$ cat src/rtl/s2d_pkg.sv
package s2d_pkg;
    typedef enum logic [1:0] {
        MODE_IDLE = 2'd0,
        MODE_GRID = 2'd1,
        MODE_RING = 2'd2
    } mode_e;
endpackage

$ cat src/rtl/s2d_step.sv
module s2d_step #(
    parameter int W = 16
) (
    input  logic [W-1:0] cur,
    input  logic [W-1:0] last,
    output logic [W-1:0] nxt,
    output logic         at_last
);
    always_comb begin
        at_last = (cur == last);
        nxt     = at_last ? '0 : cur + W'(1);
    end
endmodule

$ cat src/rtl/s2d_region_calc.sv
module s2d_region_calc #(
    parameter int LW = 16,
    parameter int YW = 16,
    parameter int RW = LW + YW
) (
    input  logic [LW-1:0] pitch,
    input  logic [YW-1:0] line_cnt,
    output logic [RW-1:0] region_last,
    output logic [RW-1:0] half_last
);
    logic [RW-1:0] lines_w;
    logic [RW-1:0] region_w;

    always_comb begin
        lines_w     = RW'(line_cnt) + RW'(1);
        region_w    = RW'(pitch) * lines_w;
        region_last = region_w - RW'(1);
        half_last   = (region_w >> 1) - RW'(1);
    end
endmodule

$ cat src/rtl/stride2d_agen.sv
module stride2d_agen
    import s2d_pkg::*;
#(
    parameter int AW = 30,
    parameter int LW = 16,
    parameter int YW = 16
) (
    input  logic          clk,
    input  logic          rst_n,
    input  logic          start,
    input  logic [AW-1:0] start_addr,
    input  logic [LW-1:0] line_len,
    input  logic [LW-1:0] pitch,
    input  logic [YW-1:0] line_cnt,
    input  logic          loop_en,
    input  logic          adv,
    output logic          busy,
    output logic [AW-1:0] addr,
    output logic          done,
    output logic          half_evt,
    output logic          half_sel
);
    localparam int RW = LW + YW;

    typedef struct packed {
        mode_e         mode;
        logic [AW-1:0] base;
        logic [AW-1:0] addr;
        logic [AW-1:0] line_base;
        logic [LW-1:0] x;
        logic [LW-1:0] x_last;
        logic [LW-1:0] pitch;
        logic [YW-1:0] y;
        logic [YW-1:0] y_last;
        logic [RW-1:0] ofs;
        logic [RW-1:0] reg_last;
        logic [RW-1:0] half_last;
        logic          done;
        logic          half;
        logic          half_sel;
    } st_t;

    st_t st_d, st_q;

    logic [RW-1:0] reg_last_w, half_last_w;
    logic [LW-1:0] x_nxt;
    logic [YW-1:0] y_nxt;
    logic [RW-1:0] ofs_nxt;
    logic          x_end, y_end, ofs_end;

    s2d_region_calc #(.LW(LW), .YW(YW), .RW(RW)) region_i (
        .pitch       (pitch),
        .line_cnt    (line_cnt),
        .region_last (reg_last_w),
        .half_last   (half_last_w)
    );

    s2d_step #(.W(LW)) x_step_i (
        .cur (st_q.x), .last (st_q.x_last), .nxt (x_nxt), .at_last (x_end)
    );

    s2d_step #(.W(YW)) y_step_i (
        .cur (st_q.y), .last (st_q.y_last), .nxt (y_nxt), .at_last (y_end)
    );

    s2d_step #(.W(RW)) ofs_step_i (
        .cur (st_q.ofs), .last (st_q.reg_last), .nxt (ofs_nxt), .at_last (ofs_end)
    );

    always_comb begin
        st_d      = st_q;
        st_d.done = 1'b0;
        st_d.half = 1'b0;
        unique case (st_q.mode)
            MODE_IDLE: begin
                if (start) begin
                    st_d.base      = start_addr;
                    st_d.addr      = start_addr;
                    st_d.line_base = start_addr;
                    st_d.x         = '0;
                    st_d.y         = '0;
                    st_d.ofs       = '0;
                    st_d.pitch     = pitch;
                    st_d.x_last    = line_len - LW'(1);
                    st_d.y_last    = line_cnt;
                    st_d.reg_last  = reg_last_w;
                    st_d.half_last = half_last_w;
                    st_d.mode      = (line_len == '0) ? MODE_RING : MODE_GRID;
                end
            end
            MODE_GRID: begin
                if (adv) begin
                    if (x_end) begin
                        if (y_end) begin
                            st_d.mode = MODE_IDLE;
                            st_d.done = 1'b1;
                        end else begin
                            st_d.line_base = st_q.line_base + AW'(st_q.pitch);
                            st_d.addr      = st_q.line_base + AW'(st_q.pitch);
                            st_d.x         = x_nxt;
                            st_d.y         = y_nxt;
                        end
                    end else begin
                        st_d.addr = st_q.addr + AW'(1);
                        st_d.x    = x_nxt;
                    end
                end
            end
            MODE_RING: begin
                if (adv) begin
                    st_d.ofs  = ofs_nxt;
                    st_d.addr = ofs_end ? st_q.base : st_q.addr + AW'(1);
                    if (ofs_end) begin
                        st_d.half     = 1'b1;
                        st_d.half_sel = 1'b1;
                    end else if (st_q.ofs == st_q.half_last) begin
                        st_d.half     = 1'b1;
                        st_d.half_sel = 1'b0;
                    end
                    if (!loop_en) begin
                        st_d.mode = MODE_IDLE;
                    end
                end
            end
            default: st_d.mode = MODE_IDLE;
        endcase
    end

    always_ff @(posedge clk) begin
        if (!rst_n) begin
            st_q <= '0;
        end else begin
            st_q <= st_d;
        end
    end

    assign busy     = (st_q.mode != MODE_IDLE);
    assign addr     = st_q.addr;
    assign done     = st_q.done;
    assign half_evt = st_q.half;
    assign half_sel = st_q.half_sel;
endmodule

$ cat config.mk
export PLATFORM = sky130hd
export DESIGN_NAME = stride2d_agen
export DESIGN_NICKNAME = d
export VERILOG_FILES = /design/src/rtl/s2d_pkg.sv /design/src/rtl/s2d_step.sv /design/src/rtl/s2d_region_calc.sv /design/src/rtl/stride2d_agen.sv
export SDC_FILE = /design/constraint.sdc
export NUM_CORES = 1
export LEC_CHECK = 0
export BUFFER_PORTS_ARGS = -buffer_cell sky130_fd_sc_hd__buf_2
export CAP_MARGIN = 5
export CORE_ASPECT_RATIO = 1.25
export CORE_MARGIN = 2
export CORE_UTILIZATION = 25
export CTS_BUF_LIST = sky130_fd_sc_hd__clkbuf_8
export CTS_CLUSTER_DIAMETER = 100
export DETAILED_ROUTE_END_ITERATION = 8
export GPL_TIMING_DRIVEN = 0
export SLEW_MARGIN = 20
export SYNTH_ARGS = -nofsm -noshare
export SYNTH_HDL_FRONTEND = slang
export SYNTH_SLANG_ARGS = --single-unit
$ cat constraint.sdc
create_clock -name clk -period 11.18 [get_ports clk]
set_input_delay 0.559 -clock clk [delete_from_list [all_inputs] [get_ports clk]]
set_output_delay 0.559 -clock clk [all_outputs]
set_load 0.02 [all_outputs]
==> flow_summary_export.csv, run 1 <==
group,metric,value,unit
global_route,gr-total-overflow,0,
critical_path,crit_path_start_kind,"primary input",
critical_path,cp.required,11.64,ns
placement,place.gp.congestion,0.961,
drt,vias_per_cell,4.99,
critical_path,cp.depth,27,
floorplanning,die_area,103000,µm²
clock_tree,clk_pin_slew,0.06,ns
global_route,grt_max_degree,12,
clock_tree,numCtsBuffers,43,
global_route,antenna_found_initial,4,
min_path,hp-class,"primary input to flop",
yosys,ys_seq_elements,271,
critical_path,crit_type,"primary input to flop",
finish,nNetsFinal,3730,
critical_path,reg2reg_from,"st_q[132]$_SDFFE_PN0P_",
sta,finalSetupTns,0,ns
yosys,seq_area_frac_synth,0.216,
drt,drc_errors,0,
clock_tree,root_buffer,"clkbuf_8",
critical_path,cpMostUsedCell,"fa_1",
outcome,outcome,"completed",
yosys,ys_warn_count,0,
floorplanning,core,100000,µm²
clock_tree,clock_path_buffers,3,
yosys,synth_enable_flop_cells,0,
clock_tree,clock_latency,0.59,ns
sta,fin_crit,9.47,ns
finish,final_common_cell,"nand2_1",
clock_tree,ctsHoldBuffers,0,
floorplanning,num_rows,130,
sta,worst_pin_slew,0.998,ns
sta,post-route-period-util,0.847,
critical_path,ff2ff_setup_slack,7.03,ns
critical_path,crit_path_end,"st_q[66]$_SDFFE_PN0P_",
clock_tree,h-tree-depth,2,
yosys,syn_nets,3576,
global_route,grt_pass1_wl,138000,µm
drt,routed_wl,89700,µm
critical_path,crit_family,"adder cells",
critical_path,path_max_fanout,11,
sta,grt_setup_unrepaired,"false",
critical_path,critPathMaxStageDelay,0.75,ns
sta,fmax,0.106,GHz
yosys,synth-main-ff-cell,"dfxtp_1",
critical_path,startpoint,"line_cnt[0]",
finish,final_cell_mix,"nand2_1, inv_1, dfxtp_1",
critical_path,crit_path_end_kind,"flop",
sta,setup_viol,0,
sta,slew_viol_final,0,
drt,first_pass_iters,6,
sta,relSlewSlack,0.330,
global_route,globalRouteTotalUtil,0.171,
placement,hpwlAfterDp,72000,µm
floorplanning,fp.dieH,359,µm
critical_path,rr_endpoint,"addr[27]$_SDFFE_PN0P_",
floorplanning,fp.dieW,288,µm
clock_tree,cts_resized,0,
yosys,syn_avg_cell_area,7.97,µm²
sta,clock_skew,0.0294,ns
yosys,syn_area,25200,µm²
clock_tree,post_cts_buffers,0,
placement,io_buffers,108,
yosys,ys_async_sr_fraction,0,
drt,drtAntennaViolNets,0,
drt,wl_per_cell,19.2,µm
critical_path,cp_slowest_cell,"xnor2_1",
finish,synthToLayoutAreaGrowth,12.4,%
global_route,grt_pass1_vias,22759,
drt,vias,23289,
clock_tree,cts_num_sinks,271,
yosys,synth.distinct_cells,91,
floorplanning,io_pins,117,
clock_tree,cts_tree,"yes",
run,drv_cap,0,
critical_path,reg2reg_depth,11,
yosys,synth_cells,3156,
floorplanning,start_util,0.251,
finish,drive_gt1_frac,0.0737,
drt,drt_iter0_drc,1937,
critical_path,crit_buf_inv,6,
sta,hold_viol,0,
critical_path,cp.arrival,9.93,ns
[flip-flops by register name, summed over array words and instances (netlist names)]
register / cells
half_evt: 1
st_q: 238
addr: 30
done: 1
half_sel: 1
[area by class of cell]
cell class | count | area (µm²)
clock buffers | 57 | 785
inverters | 282 | 1060
multi-input cells | 2381 | 17700
well taps | 1320 | 1650
repair buffers | 109 | 548
flip-flops and latches | 271 | 5430
diodes | 3 | 7.51
clock inverters | 18 | 100
fillers | 10981 | 71900
plain buffers | 222 | 961
[routing by layer]
layer,wire [µm],global-route usage
met4,3360,0.0623
met3,5230,0.0176
met5,24,0
met2,42500,0.294
met1,38600,0.221
[per-stage QoR]
stage | instances | hold slack [ns] | setup slack [ns] | utilization | instance area, µm²
3_3_place_gp | 4584 | 0.442 | 1.37 | 0.273 | 27400
2_1_floorplan | 3156 | 0.436 | 3.12 | - | 25200
6_report | 4663 | 0.222 | 1.71 | 0.282 | 28300
4_1_cts | 4660 | 0.179 | 1.91 | 0.282 | 28300
3_5_place_dp | 4585 | 0.447 | 1.29 | 0.273 | 27400
5_1_grt | 4661 | 0.209 | 1.24 | 0.282 | 28300
[logic make-up after synthesis]
group | Yosys count | synth area share
buffers and inverters | 504 | 0.0803
AND/OR/NAND/NOR | 1184 | 0.227
flip-flops | 271 | 0.216
AO/OA/AOI/OAI | 590 | 0.153
XOR/XNOR | 259 | 0.0902
adder cells (fa/ha/maj) | 337 | 0.230
multiplexers | 11 | 0.00448
[Yosys cell counts (8+ instances only)]
| cell | count | area, µm² |
|---|---|---|
| nand2_1 | 449 | 1690 |
| inv_1 | 282 | 1060 |
| dfxtp_1 | 271 | 5430 |
| a21oi_1 | 222 | 1110 |
| nor2_1 | 220 | 826 |
| fa_1 | 208 | 4160 |
| clkbuf_1 | 180 | 676 |
| xnor2_1 | 172 | 1510 |
| ha_1 | 129 | 1610 |
| and2_1 | 127 | 795 |
| xor2_1 | 87 | 762 |
| o21ai_0 | 78 | 390 |
| nand3_1 | 72 | 360 |
| nand4_1 | 62 | 388 |
| a211oi_1 | 50 | 375 |
| nor3_1 | 48 | 240 |
| and3_1 | 42 | 263 |
| or3_1 | 36 | 225 |
| buf_4 | 30 | 225 |
| a311oi_1 | 29 | 254 |
| nor4_1 | 29 | 181 |
| nor2b_1 | 23 | 144 |
| a21o_1 | 19 | 143 |
| a31oi_1 | 19 | 119 |
| a221oi_1 | 16 | 140 |
| nand2b_1 | 16 | 100 |
| o31ai_1 | 16 | 120 |
| o211ai_1 | 13 | 97.6 |
| a221o_1 | 12 | 120 |
| o21ai_1 | 12 | 60.1 |
| mux2i_1 | 9 | 90.1 |
| nand3b_1 | 9 | 67.6 |
| or4_1 | 9 | 67.6 |
| o21bai_1 | 8 | 60.1 |
[worst min-delay path by stage]
stage                      startpoint                      to  slack, ns  cells past startpoint
3_5_place_dp   st_q[247]$_SDFFE_PN0P_  st_q[247]$_SDFFE_PN0P_       0.45                      2
6_report                  line_len[0]  st_q[147]$_SDFFE_PN0P_       0.22                      2
5_1_grt                   line_len[0]  st_q[147]$_SDFFE_PN0P_       0.21                      2
3_3_place_gp   st_q[250]$_SDFFE_PN0P_  st_q[250]$_SDFFE_PN0P_       0.44                      2
4_1_cts                   line_len[0]  st_q[147]$_SDFFE_PN0P_       0.18                      2
2_1_floorplan  st_q[244]$_SDFFE_PN0P_  st_q[244]$_SDFFE_PN0P_       0.44                      2
Power of run 1 is not shown: default switching activity piles up to over one toggle a cycle in this logic, so the estimate is an artifact.
==> inputs of run 2 (changes only) <==
- ABC_AREA: default -> 1
- clock period: 11.18 -> 9.7 ns (I/O delays scaled with it)
==> run 2 against run 1 <==
Via count increased by 15%; clock skew decreased by 0.0019 ns; synthesized area increased by 7.2%; synthesized cell count increased by 29%; global-route usage increased by 0.98 points; count of clock-buffer cells in the layout decreased by 5; worst setup slack got worse by 0.40 ns; die area increased by 7.1%; largest cell class unchanged.
==> flow_summary_export.csv, run 2 <==
group,metric,value,unit
outcome,outcome,"completed",
drt,routed_wl,102000,µm
yosys,synth-main-ff-cell,"dfxtp_1",
clock_tree,numCtsBuffers,45,
sta,hold_viol,0,
floorplanning,fp.dieH,371,µm
finish,largest_reg_flops,238,
floorplanning,num_rows,134,
min_path,hold_depth,2,
placement,io_buffers,109,
critical_path,critPathMaxStageDelay,0.69,ns
sta,post-route-period-util,0.865,
global_route,grt_pass1_vias,26706,
yosys,netlist.area_leader.share,0.201,
finish,max_flop_register,"st_q",
floorplanning,fp.dieW,298,µm
floorplanning,core,107000,µm²
sta,clock_skew,0.0275,ns
global_route,globalRouteTotalUtil,0.181,
sta,fin_crit,8.39,ns
sta,setup_viol,0,
finish,nFillCells,12075,
drt,drtAntennaViolNets,0,
critical_path,startpoint,"line_cnt[0]",
floorplanning,start_util,0.252,
global_route,gr-total-overflow,0,
critical_path,crit_type,"primary input to flop",
yosys,synth.distinct_cells,54,
yosys,synth_most_common_cell,"nand2_1",
critical_path,path_max_fanout,10,
global_route,top_usage_layer,"met2",
min_path,hp-class,"primary input to flop",
clock_tree,clk_pin_slew,0.07,ns
critical_path,cp.arrival,8.93,ns
critical_path,cp_slowest_cell,"xor2_1",
clock_tree,ctsHoldBuffers,0,
drt,wl_per_cell,17.9,µm
finish,final_cell_mix,"nand2_1, inv_1, nor2_1",
finish,nNetsFinal,4647,
clock_tree,clock_latency,0.62,ns
yosys,synth_cells,4071,
floorplanning,die_area,111000,µm²
sta,grt_setup_unrepaired,"false",
placement,hpwlAfterDp,84500,µm
critical_path,crit_path_start_kind,"primary input",
sta,slew_viol_final,0,
critical_path,ff2ff_setup_slack,6.28,ns
clock_tree,h-tree-depth,2,
yosys,synth_area_leaders,"dfxtp_1, fa_1, nand2_1",
drt,vias_per_cell,4.73,
sta,fmax,0.119,GHz
finish,synthToLayoutAreaGrowth,11.7,%
yosys,synth_enable_flop_cells,0,
global_route,use_met2,0.333,
min_path,hold_start,"line_len[0]",
yosys,syn_area,27000,µm²
clock_tree,cts_tree,"yes",
critical_path,rr_endpoint,"addr[11]$_SDFFE_PN0P_",
clock_tree,cts_num_sinks,271,
placement,place.gp.congestion,0.944,
critical_path,cp.required,10.23,ns
global_route,grt_pass1_wl,155000,µm
drt,vias,26896,
finish,final_common_cell,"nand2_1",
global_route,antenna_found_initial,5,
clock_tree,root_buffer,"clkbuf_8",
yosys,synth_common_cells,"nand2_1, inv_1, nor2_1",
min_path,min_to,"st_q[147]$_SDFFE_PN0P_",
sta,relSlewSlack,0.280,
global_route,met1_usage,0.205,
sta,finalSetupTns,0,ns
clock_tree,clock_path_buffers,3,
yosys,ys_warn_count,0,
yosys,syn_nets,4491,
finish,drive_gt1_frac,0.0795,
drt,drt_iter0_drc,1751,
yosys,yosys.area.top_type,"dfxtp_1",
floorplanning,io_pins,117,
yosys,seq_area_frac_synth,0.201,
drt,first_pass_iters,7,
critical_path,reg2reg_from,"st_q[72]$_SDFFE_PN0P_",
global_route,grt_max_degree,12,
clock_tree,cts_resized,0,
yosys,ys_async_sr_fraction,0,
global_route,use_met3,0.0179,
clock_tree,post_cts_buffers,0,
yosys,ys_seq_elements,271,
run,drv_cap,0,
yosys,syn_avg_cell_area,6.63,µm²
critical_path,reg2reg_depth,14,
critical_path,crit_path_end_kind,"flop",
sta,worst_pin_slew,1.08,ns
drt,drc_errors,0,
run 2: cell count changes after synthesis, moves of 29 or more:
cell      previous run  this run
nand2_1            449      1048
inv_1              282       652
nor2_1             220       428
and2_1             127         0
o21ai_0             78       200
nand3_1             72       187
xnor2_1            172        69
clkbuf_1           180       107
a211oi_1            50         5
or3_1               36         0
and3_1              42         7
a311oi_1            29         0
run 2: final cells by class:
cell class,instances,area [µm²],area share
repair buffers,109,546,0.0181
multi-input cells,2952,18200,0.604
clock buffers,52,716,0.0237
clock inverters,19,110,0.00365
plain buffers,173,817,0.0271
diodes,3,7.51,0.000249
well taps,1428,1790,0.0593
flip-flops and latches,271,5430,0.180
inverters,675,2530,0.0840
run 2: layer usage:
metal,part of all wire,vias to the layer above
li1,-,13019
met1,0.39,12687
met2,0.50,940
met3,0.052,246
met4,0.057,4
met5,0.00014,-
run 2: cells by family after synthesis:
group,after synthesis,share of synthesized area
buffers and inverters,848,0.124
adders and majority gates,337,0.214
DFF,271,0.201
xor gates and xnor gates,155,0.0510
AOI/OAI and AO/OA,520,0.104
and+or+nand+nor,1940,0.306
run 2: worst max-delay path by stage:
stage                     cells after the start                    end  slack, ns
final                                        33  st_q[34]$_SDFFE_PN0P_       1.31
after global routing                         35  st_q[55]$_SDFFE_PN0P_       0.80
after CTS                                    35  st_q[55]$_SDFFE_PN0P_       1.37
after detailed placement                     35  st_q[55]$_SDFFE_PN0P_       0.74
after global placement                       35  st_q[55]$_SDFFE_PN0P_       0.77
after floorplan                              36  st_q[55]$_SDFFE_PN0P_       2.58
run 2: worst max-delay path: cells and delay by family:
family | cells | cell delay, ns
adders and majority gates | 8 | 3.65
and+or+nand+nor | 14 | 2.37
buffers and inverters | 8 | 1.29
xor gates and xnor gates | 2 | 0.93
AOI/OAI and AO/OA | 1 | 0.21
run 2: through the flow:
step	instances	setup WS [ns]	util	hold WS [ns]	instance area, µm²
6_report	5682	1.31	0.282	0.104	30100
5_1_grt	5680	0.797	0.282	0.0844	30100
4_1_cts	5679	1.37	0.282	0.0639	30100
3_5_place_dp	5608	0.745	0.274	0.446	29300
3_3_place_gp	5608	0.768	0.274	0.440	29300
2_1_floorplan	4071	2.58	-	0.430	27000
Power of run 2 is left out for the same reason.
